$ cat src/rtl/aout_pkg.sv
package aout_pkg;
  localparam int unsigned STRB_BASE = 'h0B;
  localparam int unsigned LO_BASE   = 'h0D;
  localparam int unsigned HI_BASE   = 'h0E;
  localparam int unsigned CH_STRIDE = 'h08;
  localparam int unsigned BOTH_STRB = 'h1B;
  localparam int unsigned ID_OFS    = 'h00;
  localparam int unsigned ID_ONE    = 'hE2;
  localparam int unsigned ID_TWO    = 'hE3;

  function automatic int unsigned id_for(input int unsigned n);
    return (n >= 2) ? ID_TWO : ID_ONE;
  endfunction
endpackage

$ cat src/rtl/aout_decode.sv
module aout_decode #(
  parameter int NUM_CH = 2,
  parameter int ADDR_W = 8
) (
  input  logic              bus_wr,
  input  logic [ADDR_W-1:0] bus_addr,
  output logic [NUM_CH-1:0] lo_we,
  output logic [NUM_CH-1:0] hi_we,
  output logic [NUM_CH-1:0] strb
);
  import aout_pkg::*;

  localparam logic [ADDR_W-1:0] BOTH_A = ADDR_W'(BOTH_STRB);

  logic both_hit;
  assign both_hit = bus_wr && (bus_addr == BOTH_A);

  for (genvar g = 0; g < NUM_CH; g++) begin : g_ch
    localparam logic [ADDR_W-1:0] LO_A = ADDR_W'(LO_BASE + g * CH_STRIDE);
    localparam logic [ADDR_W-1:0] HI_A = ADDR_W'(HI_BASE + g * CH_STRIDE);
    localparam logic [ADDR_W-1:0] ST_A = ADDR_W'(STRB_BASE + g * CH_STRIDE);
    always_comb begin
      lo_we[g] = bus_wr && (bus_addr == LO_A);
      hi_we[g] = bus_wr && (bus_addr == HI_A);
      strb[g]  = (bus_wr && (bus_addr == ST_A)) || both_hit;
    end
  end
endmodule

$ cat src/rtl/aout_chan.sv
module aout_chan #(
  parameter int BYTE_W = 8
) (
  input  logic                clk,
  input  logic                rst,
  input  logic [BYTE_W-1:0]   wdata,
  input  logic                lo_we,
  input  logic                hi_we,
  input  logic                strb,
  output logic [2*BYTE_W-1:0] code,
  output logic                load
);
  localparam int CODE_W = 2 * BYTE_W;

  logic [CODE_W-1:0] hold_q;

  always_ff @(posedge clk) begin
    if (rst) begin
      hold_q <= '0;
    end else begin
      if (lo_we) hold_q[BYTE_W-1:0]      <= wdata;
      if (hi_we) hold_q[CODE_W-1:BYTE_W] <= wdata;
    end
  end

  always_ff @(posedge clk) begin
    if (rst) begin
      code <= '0;
      load <= 1'b0;
    end else begin
      load <= strb;
      if (strb) code <= hold_q;
    end
  end
endmodule

$ cat src/rtl/aout_readback.sv
module aout_readback #(
  parameter int ADDR_W = 8,
  parameter int BYTE_W = 8,
  parameter int NUM_CH = 2
) (
  input  logic              clk,
  input  logic              rst,
  input  logic              bus_rd,
  input  logic [ADDR_W-1:0] bus_addr,
  output logic [BYTE_W-1:0] bus_rdata
);
  import aout_pkg::*;

  localparam logic [ADDR_W-1:0] ID_A   = ADDR_W'(ID_OFS);
  localparam logic [BYTE_W-1:0] ID_VAL = BYTE_W'(id_for(NUM_CH));

  always_ff @(posedge clk) begin
    if (rst)                            bus_rdata <= '0;
    else if (bus_rd && bus_addr == ID_A) bus_rdata <= ID_VAL;
    else                                bus_rdata <= '0;
  end
endmodule

$ cat src/rtl/aout_dbuf.sv
module aout_dbuf #(
  parameter int NUM_CH = 2,
  parameter int ADDR_W = 8,
  parameter int BYTE_W = 8
) (
  input  logic                         clk,
  input  logic                         rst,
  input  logic                         bus_wr,
  input  logic                         bus_rd,
  input  logic [ADDR_W-1:0]            bus_addr,
  input  logic [BYTE_W-1:0]            bus_wdata,
  output logic [BYTE_W-1:0]            bus_rdata,
  output logic [NUM_CH*2*BYTE_W-1:0]   dac_code,
  output logic [NUM_CH-1:0]            dac_load
);
  localparam int CODE_W = 2 * BYTE_W;

  logic [NUM_CH-1:0] lo_we, hi_we, strb;

  aout_decode #(.NUM_CH(NUM_CH), .ADDR_W(ADDR_W)) u_decode (
    .bus_wr  (bus_wr),
    .bus_addr(bus_addr),
    .lo_we   (lo_we),
    .hi_we   (hi_we),
    .strb    (strb)
  );

  for (genvar g = 0; g < NUM_CH; g++) begin : g_ch
    aout_chan #(.BYTE_W(BYTE_W)) u_chan (
      .clk  (clk),
      .rst  (rst),
      .wdata(bus_wdata),
      .lo_we(lo_we[g]),
      .hi_we(hi_we[g]),
      .strb (strb[g]),
      .code (dac_code[g*CODE_W +: CODE_W]),
      .load (dac_load[g])
    );
  end

  aout_readback #(.ADDR_W(ADDR_W), .BYTE_W(BYTE_W), .NUM_CH(NUM_CH)) u_rdbk (
    .clk      (clk),
    .rst      (rst),
    .bus_rd   (bus_rd),
    .bus_addr (bus_addr),
    .bus_rdata(bus_rdata)
  );
endmodule

$ cat config.mk
export PLATFORM = sky130hd
export DESIGN_NAME = aout_dbuf
export DESIGN_NICKNAME = d
export VERILOG_FILES = /design/src/rtl/aout_pkg.sv /design/src/rtl/aout_decode.sv /design/src/rtl/aout_chan.sv /design/src/rtl/aout_readback.sv /design/src/rtl/aout_dbuf.sv
export SDC_FILE = /design/constraint.sdc
export NUM_CORES = 1
export LEC_CHECK = 0
export BUFFER_PORTS_ARGS = -buffer_cell sky130_fd_sc_hd__buf_4
export CAP_MARGIN = 20
export CORE_UTILIZATION = 55
export CTS_BUF_LIST = sky130_fd_sc_hd__clkbuf_8
export DETAILED_ROUTE_END_ITERATION = 16
export PLACE_DENSITY = 0.86
export SLEW_MARGIN = 15
export SYNTH_ARGS = -nofsm -noshare
export SYNTH_HDL_FRONTEND = slang
export SYNTH_SLANG_ARGS = --single-unit
$ cat constraint.sdc
create_clock -name clk -period 2.3 [get_ports clk]
set_input_delay 0.46 -clock clk [delete_from_list [all_inputs] [get_ports clk]]
set_output_delay 0.46 -clock clk [all_outputs]
set_load 0.005 [all_outputs]
==> metrics.md, run 1 <==
| Metric | Value |
|---|---|
| Status | `complete, no violations` |
| Gpl congestion | `0.824` |
| Final TNS setup | `0 ns` |
| CTS resizes | `0` |
| Clock Skew | `0.00302 ns` |
| Die height | `72.7 um` |
| Hold Crit Class | `primary input to flop` |
| First-pass GRT wire length | `8340 um` |
| Final Setup Violations | `0` |
| Post-synthesis instance total | `252` |
| Path depth of the worst reg2reg path | `2` |
| Antenna violations before repair | `0` |
| Met3 wire len | `187 um` |
| Initial Util | `0.579` |
| Port buffer count | `58` |
| Tightest Pin Transition | `0.550 ns` |
| Clock insertion delay at the later pin of the skew report | `0.34 ns` |
| Ant diodes | `0` |
| Final Non-Filler Cells | `375` |
| Clock sinks | `67` |
| Hold Crit Start | `bus_addr[2]` |
| Post-CTS setup buffers | `0` |
| Core Area | `4750 sq um` |
| CTS hold repair buffers | `0` |
| Lkg Pwr | `1.49 nW` |
| DRT met1 WL | `2390 um` |
| GRT overflow | `0` |
| Worst EP arrival | `2.06 ns` |
| R2r setup slk | `1.61 ns` |
| Seq/Total Area, Yosys | `0.487` |
| Hold Path End | `u_rdbk.bus_rdata[6]` |
| Placed Instances | `359` |
| Pwr Density | `663 nW/um^2` |
| CP required | `2.56 ns` |
| Type of destination of the critical path | `flop` |
| Area growth syn-to-layout | `23.1%` |
| Via-per-instance ratio | `4.97` |
| Clock root buffer | `clkbuf_8` |
| CTS Buffer Depth | `2` |
| Die Span X | `72.7 um` |
| WL met2 | `2490 um` |
| Max incr delay on CP | `0.77 ns` |
| FP Rows | `25` |
| Netlist cell types | `20` |
| R2r endpoint | `g_ch[0].u_chan.hold_q[8]` |
| Largest net degree at the start of global routing | `76` |
| DRC | `0` |
| TritonCTS clock tree | `built` |
| Layout cells sized above 1 | `0.263` |
| Slew Viols, Final | `0` |
| Post-route minimum period | `1.81 ns` |
| GRT Util Overall | `0.216` |
| I/O pins | `62` |
| Fmax | `0.554 GHz` |
| Drt pass-1 iters | `4` |
| Routed len/inst | `13.8 um` |
| Reg-to-reg startpoint | `g_ch[0].u_chan.hold_q[8]` |
| Synth warnings | `0` |
| Post-Syn Area | `2750 sq um` |
| Num CTS Buffers | `9` |
| Period utilisation layout | `0.785` |
| Critical path's slowest cell | `or4_1` |
| Wirelength, routed | `5190 um` |
| Vias in the first global route | `1812` |
| Top sig layer | `met4` |
| Starting DRT DRC Count | `80` |
| H-tree depth | `3` |
| HPWL after DPL | `3440 um` |
| Max FO, Critical Path | `8` |
| Die area | `5290 sq um` |
| MaxCap Viol Count | `0` |
| Hold Path Stages | `2` |
| Vias | `1864` |
| Crit path launch type | `primary input` |
| Antenna viol nets, final | `0` |
| Unrepaired setup endpoints after global routing | `no` |
| Nets | `323` |
| Rel. slew slack | `0.630` |
| Worst-path cell chain | `buf_4 > or3_1 > or4_1 > mux2i_1` |
| Worst-path clk slew | `0.07 ns` |
| Hold Fails Final Rpt | `0` |
| Peak supply drop | `0.414 mV` |
| Syn avg cell area | `10.9 sq um` |
| Setup CP Type | `primary input to flop` |
| Number of synthesized register bits | `67` |
==> cells in the mapped netlist <==
cell type  number  area share
buf_6           1      0.0041
nor4b_1         1      0.0032
or3_1           2      0.0045
inv_1           3      0.0041
nor3_1          3      0.0055
nor3b_1         1      0.0027
or4_1           2      0.0055
mux2i_1        64        0.23
conb_1          1      0.0014
or4_4           2      0.0082
buf_2           4      0.0073
nor4_1          2      0.0045
nand3_1         2      0.0036
or2_2           2      0.0045
dfxtp_1        67        0.49
buf_4          10       0.027
clkbuf_1        9       0.012
nand4b_1        1      0.0032
nand2b_1       73        0.17
nor3_4          2       0.012
==> cell type report <==
class / count / area, sq um
repair buffers: 62 / 478
clock inverters: 4 / 41.3
well taps: 67 / 83.8
inverters: 3 / 11.3
clock buffers: 12 / 165
flip-flops and latches: 67 / 1340
fillers: 384 / 1370
multi-input cells: 160 / 1270
==> sequential cells by signal, indices dropped and copies added, names as in the netlist <==
register / cells
u_rdbk.bus_rdata: 1
g_ch.u_chan.code: 32
g_ch.u_chan.load: 2
g_ch.u_chan.hold_q: 32
==> cell usage in the layout (no fill, tap or decap) <==
cell type  count
nand4b_1       1
bufinv_16      1
nor3_4         2
nor3b_1        1
buf_4         61
nor4_1         2
or2_2          2
buf_12         1
clkbuf_8      12
inv_1          6
or4_1          2
dfxtp_1       67
nand3_1        2
mux2i_1       64
or3_1          2
nor4b_1        1
conb_1         3
nor3_1         3
nand2b_1      73
or4_4          2
==> worst max-delay path, delay by kind of cell <==
family                 cells  cell delay [ns]
buffers and inverters      1             0.11
and+or+nand+nor            2             1.20
muxes                      1             0.28
==> power by group <==
part / switching, mW / total [mW] / internal, mW
Combinational: 0.0457 / 0.0937 / 0.0481
Sequential: 0.000236 / 1.16 / 1.16
Clock: 0.413 / 0.991 / 0.578
==> worst max-delay path by stage <==
stage / start / to
4_1_cts: bus_addr[5] / g_ch[0].u_chan.hold_q[8]
5_1_grt: bus_addr[5] / g_ch[0].u_chan.hold_q[8]
3_5_place_dp: bus_addr[5] / g_ch[0].u_chan.hold_q[8]
3_3_place_gp: bus_addr[5] / g_ch[0].u_chan.hold_q[13]
2_1_floorplan: bus_addr[5] / g_ch[0].u_chan.hold_q[10]
6_report: bus_addr[5] / g_ch[0].u_chan.hold_q[8]
==> through the flow <==
| step | setup slack (ns) | total power [mW] | utilization | area [sq um] | hold WS [ns] |
|---|---|---|---|---|---|
| 5_1_grt | 0.472 | 2.32 | 0.712 | 3390 | 0.293 |
| 4_1_cts | 0.507 | 2.26 | 0.712 | 3390 | 0.300 |
| 2_1_floorplan | 0.415 | 1.24 | - | 2760 | 0.458 |
| 6_report | 0.495 | 2.25 | 0.712 | 3390 | 0.313 |
| 3_5_place_dp | 0.175 | 1.28 | 0.669 | 3180 | 0.462 |
| 3_3_place_gp | 0.219 | 1.28 | 0.669 | 3180 | 0.462 |
==> metal layers <==
| layer | global-route usage | vias up |
|---|---|---|
| met1 | 0.257 | 877 |
| met2 | 0.343 | 39 |
| met3 | 0.0856 | 15 |
| met5 | 0 | - |
| met4 | 0.102 | 0 |
| li1 | - | 933 |
==> cell families after synthesis <==
| family | after synthesis | synth area share |
|---|---|---|
| multiplexers | 64 | 0.233 |
| AND/OR/NAND/NOR | 93 | 0.223 |
| other | 1 | 0.00136 |
| flip-flops | 67 | 0.487 |
| buffers and inverters | 27 | 0.0550 |
Note: power is estimated with default switching activity, not from simulation.
==> inputs of run 2 (changes only) <==
Settings changed: CORE_UTILIZATION 55 to 50, PLACE_DENSITY 0.86 to 0.83.
Clock period 2.3 ns to 1.6 ns, I/O delays scaled along.
==> metrics.md, run 2 (synthesis results as in run 1) <==
| Metric | Value |
|---|---|
| Placed inst area | `3280 sq um` |
| Die height | `76.2 um` |
| Setup CP Type | `primary input to flop` |
| Fillers | `423` |
| Largest net degree at the start of global routing | `76` |
| Slew Viols, Final | `0` |
| GRT Util Overall | `0.192` |
| H-tree depth | `3` |
| HPWL after DPL | `3530 um` |
| Setup WS pre-CTS | `-0.256 ns` |
| Antenna viol nets, final | `0` |
| Routed len/inst | `13.5 um` |
| Core Area | `5200 sq um` |
| Peak supply drop | `0.783 mV` |
| Status | `complete, no violations` |
| Gpl congestion | `0.928` |
| Worst EP arrival | `1.73 ns` |
| Vias in the first global route | `1876` |
| GRT overflow | `0` |
| I/O pins | `62` |
| Via-per-instance ratio | `4.89` |
| TritonCTS clock tree | `built` |
| Crit path launch type | `primary input` |
| Largest regs | `g_ch.u_chan.code (32), g_ch.u_chan.hold_q (32), g_ch.u_chan.load (2)` |
| Path depth of the worst reg2reg path | `2` |
| Layout Utilization | `0.659` |
| Worst setup margin | `0.0805 ns` |
| Critical Path Sink | `g_ch[0].u_chan.hold_q[0]` |
| Lkg Pwr | `1.51 nW` |
| Ant diodes | `0` |
| Starting DRT DRC Count | `89` |
| Drt pass-1 iters | `4` |
| Final Non-Filler Cells | `386` |
| Port buffer count | `58` |
| Crit. Startpoint | `bus_addr[5]` |
| R2r setup slk | `0.96 ns` |
| Worst-path clk slew | `0.07 ns` |
| Wirelength, routed | `5200 um` |
| Clock Skew | `0.00395 ns` |
| DRC | `0` |
| Post-CTS setup buffers | `0` |
| Nets | `334` |
| Hold Fails Final Rpt | `0` |
| Die area | `5800 sq um` |
| CP required | `1.81 ns` |
| Unrepaired setup endpoints after global routing | `no` |
| Num CTS Buffers | `9` |
| Placed Instances | `373` |
| Vias | `1888` |
| Period utilisation layout | `0.950` |
| Commonest non-fill, non-tap cell in the layout | `nand2b_1` |
| Clock sinks | `67` |
| Die Span X | `76.2 um` |
| MaxCap Viol Count | `0` |
| Layout cells sized above 1 | `0.285` |
| First-pass GRT wire length | `8880 um` |
| CTS hold repair buffers | `0` |
| Clock root buffer | `clkbuf_8` |
| Initial Util | `0.529` |
| CTS resizes | `0` |
| Area growth syn-to-layout | `24.7%` |
| R2r endpoint | `g_ch[1].u_chan.code[0]` |
| Clock insertion delay at the later pin of the skew report | `0.33 ns` |
| Max FO, Critical Path | `6` |
| Final Setup Violations | `0` |
| Hold Crit Start | `bus_addr[1]` |
| Total power | `2.94 mW` |
| Tightest Pin Transition | `0.546 ns` |
| Type of destination of the critical path | `flop` |
| Final design area excluding fillers | `3430 sq um` |
| Post-route minimum period | `1.52 ns` |
| Fmax | `0.658 GHz` |
| Rel. slew slack | `0.636` |
| FP Rows | `26` |
| Reg-to-reg startpoint | `g_ch[1].u_chan.hold_q[0]` |
| Pwr Density | `856 nW/um^2` |
| Hold Crit Class | `primary input to flop` |
| Commonest non-fill, non-tap cells in the layout | `nand2b_1 (73), buf_4 (71), dfxtp_1 (67)` |
| CTS Buffer Depth | `2` |
| Antenna violations before repair | `0` |
[run 2: routing by layer]
metal / vias up / track usage / part of all wire / wire, um
li1: 952 / - / - / -
met2: 36 / 0.327 / 0.49 / 2560
met3: 4 / 0.0395 / 0.038 / 198
met5: - / 0 / 0 / 0
met1: 896 / 0.234 / 0.46 / 2420
met4: 0 / 0.0865 / 0.0052 / 27
[run 2: layout make-up]
type | instances | area, sq um | area share
well taps | 70 | 87.6 | 0.0255
repair buffers | 73 | 573 | 0.167
clock buffers | 10 | 138 | 0.0401
multi-input cells | 160 | 1270 | 0.370
inverters | 3 | 11.3 | 0.00328
flip-flops and latches | 67 | 1340 | 0.391
clock inverters | 3 | 11.3 | 0.00328
[run 2: worst min-delay path by stage]
stage / cells after the start / slack (ns) / endpoint
2_1_floorplan: 1 / 0.40 / u_rdbk.bus_rdata[6]
3_3_place_gp: 2 / 0.46 / g_ch[0].u_chan.code[6]
3_5_place_dp: 2 / 0.46 / g_ch[0].u_chan.code[0]
4_1_cts: 2 / 0.18 / u_rdbk.bus_rdata[6]
5_1_grt: 2 / 0.18 / u_rdbk.bus_rdata[6]
6_report: 2 / 0.19 / u_rdbk.bus_rdata[6]
[run 2: where the power goes]
| part | leakage [nW] | internal, mW | switching, mW | total (mW) |
|---|---|---|---|---|
| Combinational | 0.885 | 0.0783 | 0.0687 | 0.147 |
| Clock | 0.0879 | 0.562 | 0.559 | 1.12 |
| Sequential | 0.539 | 1.67 | 0.000297 | 1.67 |
[run 2: metrics by stage]
stage                     hold WS (ns)  TNS [ns]
final                            0.186         0
after CTS                        0.180         0
after global placement           0.461     -8.22
after detailed placement         0.463     -9.59
after global routing             0.183         0
after floorplan                  0.397     -2.69
[run 2: critical path, stage by stage]
cell and delay [ns]:
buf_4 0.11, or3_1 0.40, buf_4 0.18, or4_4 0.56, mux2i_1 0.15
==> inputs of run 3 (changes only) <==
Settings changed: CTS_BUF_LIST sky130_fd_sc_hd__clkbuf_8 to sky130_fd_sc_hd__clkbuf_2 sky130_fd_sc_hd__clkbuf_4 sky130_fd_sc_hd__clkbuf_8.
==> metrics.md, run 3 (synthesis results as in run 1) <==
| Metric | Value |
|---|---|
| Post-CTS setup buffers | `0` |
| Clock Skew | `0.00387 ns` |
| Nets | `334` |
| Core Area | `5200 sq um` |
| TritonCTS clock tree | `built` |
| GRT overflow | `0` |
| FP Rows | `26` |
| Max incr delay on CP | `0.56 ns` |
| DRC | `0` |
| Starting DRT DRC Count | `83` |
| GRT Util Overall | `0.193` |
| Final Non-Filler Cells | `386` |
| Fmax | `0.657 GHz` |
| Layout Utilization | `0.662` |
| Final Setup Violations | `0` |
| Hold Slack | `0.191 ns` |
| Die height | `76.2 um` |
| Ant diodes | `0` |
| Vias | `1887` |
| Setup WS pre-CTS | `-0.256 ns` |
| Cell mode on critical path | `buf_4` |
| Vias in the first global route | `1875` |
| Antenna violations before repair | `0` |
| Rel. slew slack | `0.637` |
| H-tree depth | `3` |
| Final TNS setup | `0 ns` |
| HPWL after DPL | `3530 um` |
| Clock root buffer | `clkbuf_8` |
| Area growth syn-to-layout | `25.1%` |
| Largest net degree at the start of global routing | `76` |
| Hold Fails Final Rpt | `0` |
| Initial Util | `0.529` |
| CP top delay family | `simple AND/OR/NAND/NOR gates` |
| Worst-path cell chain | `buf_4 > or3_1 > buf_4 > or4_4 > mux2i_1` |
| Gpl congestion | `0.928` |
| Pwr Density | `871 nW/um^2` |
| Commonest non-fill, non-tap cell in the layout | `nand2b_1` |
| Clock sinks | `67` |
| CTS resizes | `0` |
| CP required | `1.80 ns` |
| Total power | `3.00 mW` |
| Wirelength, routed | `5190 um` |
| Worst-path clk slew | `0.06 ns` |
| Largest regs | `g_ch.u_chan.code (32), g_ch.u_chan.hold_q (32), g_ch.u_chan.load (2)` |
| CTS Buffer Depth | `2` |
| Post-route minimum period | `1.52 ns` |
| Type of destination of the critical path | `flop` |
| Crit path launch type | `primary input` |
| Via-per-instance ratio | `4.89` |
| Antenna viol nets, final | `0` |
| Placed inst area | `3280 sq um` |
| Worst setup margin | `0.0785 ns` |
| Buf/Inv on CP | `2` |
| Setup CP Type | `primary input to flop` |
| Status | `complete, no violations` |
| Slew Viols, Final | `0` |
| Period utilisation layout | `0.951` |
| Placed Instances | `373` |
| Die Span X | `76.2 um` |
| Hold Crit Class | `primary input to flop` |
| Final design area excluding fillers | `3440 sq um` |
| Commonest non-fill, non-tap cells in the layout | `nand2b_1 (73), buf_4 (71), dfxtp_1 (67)` |
| Drt pass-1 iters | `4` |
| Peak supply drop | `0.781 mV` |
| MaxCap Viol Count | `0` |
| Layout cells sized above 1 | `0.294` |
| Routed len/inst | `13.4 um` |
| Max FO, Critical Path | `6` |
| Port buffer count | `58` |
| Clock insertion delay at the later pin of the skew report | `0.32 ns` |
| I/O pins | `62` |
| Critical path's slowest cell | `or4_4` |
| First-pass GRT wire length | `8900 um` |
| Num CTS Buffers | `9` |
| Worst EP arrival | `1.73 ns` |
| Lkg Pwr | `1.51 nW` |
| Tightest Pin Transition | `0.545 ns` |
| Unrepaired setup endpoints after global routing | `no` |
| CTS hold repair buffers | `0` |
| Die area | `5800 sq um` |
run 3: metal layers:
layer / part of all wire / vias up / global-route usage / routed length (um)
met5: 0 / - / 0 / 0
met4: 0.012 / 0 / 0.0865 / 61
met3: 0.032 / 7 / 0.0395 / 166
li1: - / 951 / - / -
met2: 0.49 / 38 / 0.326 / 2530
met1: 0.47 / 891 / 0.236 / 2430
run 3: final timing paths:
kind	from	endpoint	slack [ns]	depth (start not counted)
min reg2reg	g_ch[1].u_chan.code[12]	g_ch[1].u_chan.code[12]	0.47	2
min	bus_addr[1]	u_rdbk.bus_rdata[6]	0.19	2
max	bus_addr[5]	g_ch[0].u_chan.hold_q[0]	0.08	5
max reg2reg	g_ch[1].u_chan.hold_q[0]	g_ch[1].u_chan.code[0]	0.96	2
run 3: layout make-up:
type | instances | area [sq um]
flip-flops and latches | 67 | 1340
inverters | 3 | 11.3
fillers | 423 | 1760
repair buffers | 73 | 573
clock buffers | 13 | 160
multi-input cells | 160 | 1270
well taps | 70 | 87.6
run 3: power breakdown:
part / switching (mW) / leakage [nW] / internal (mW)
sequential: 0.000299 / 0.539 / 1.67
combinational: 0.0687 / 0.885 / 0.0783
clock: 0.550 / 0.0857 / 0.632
total: 0.619 / 1.51 / 2.38
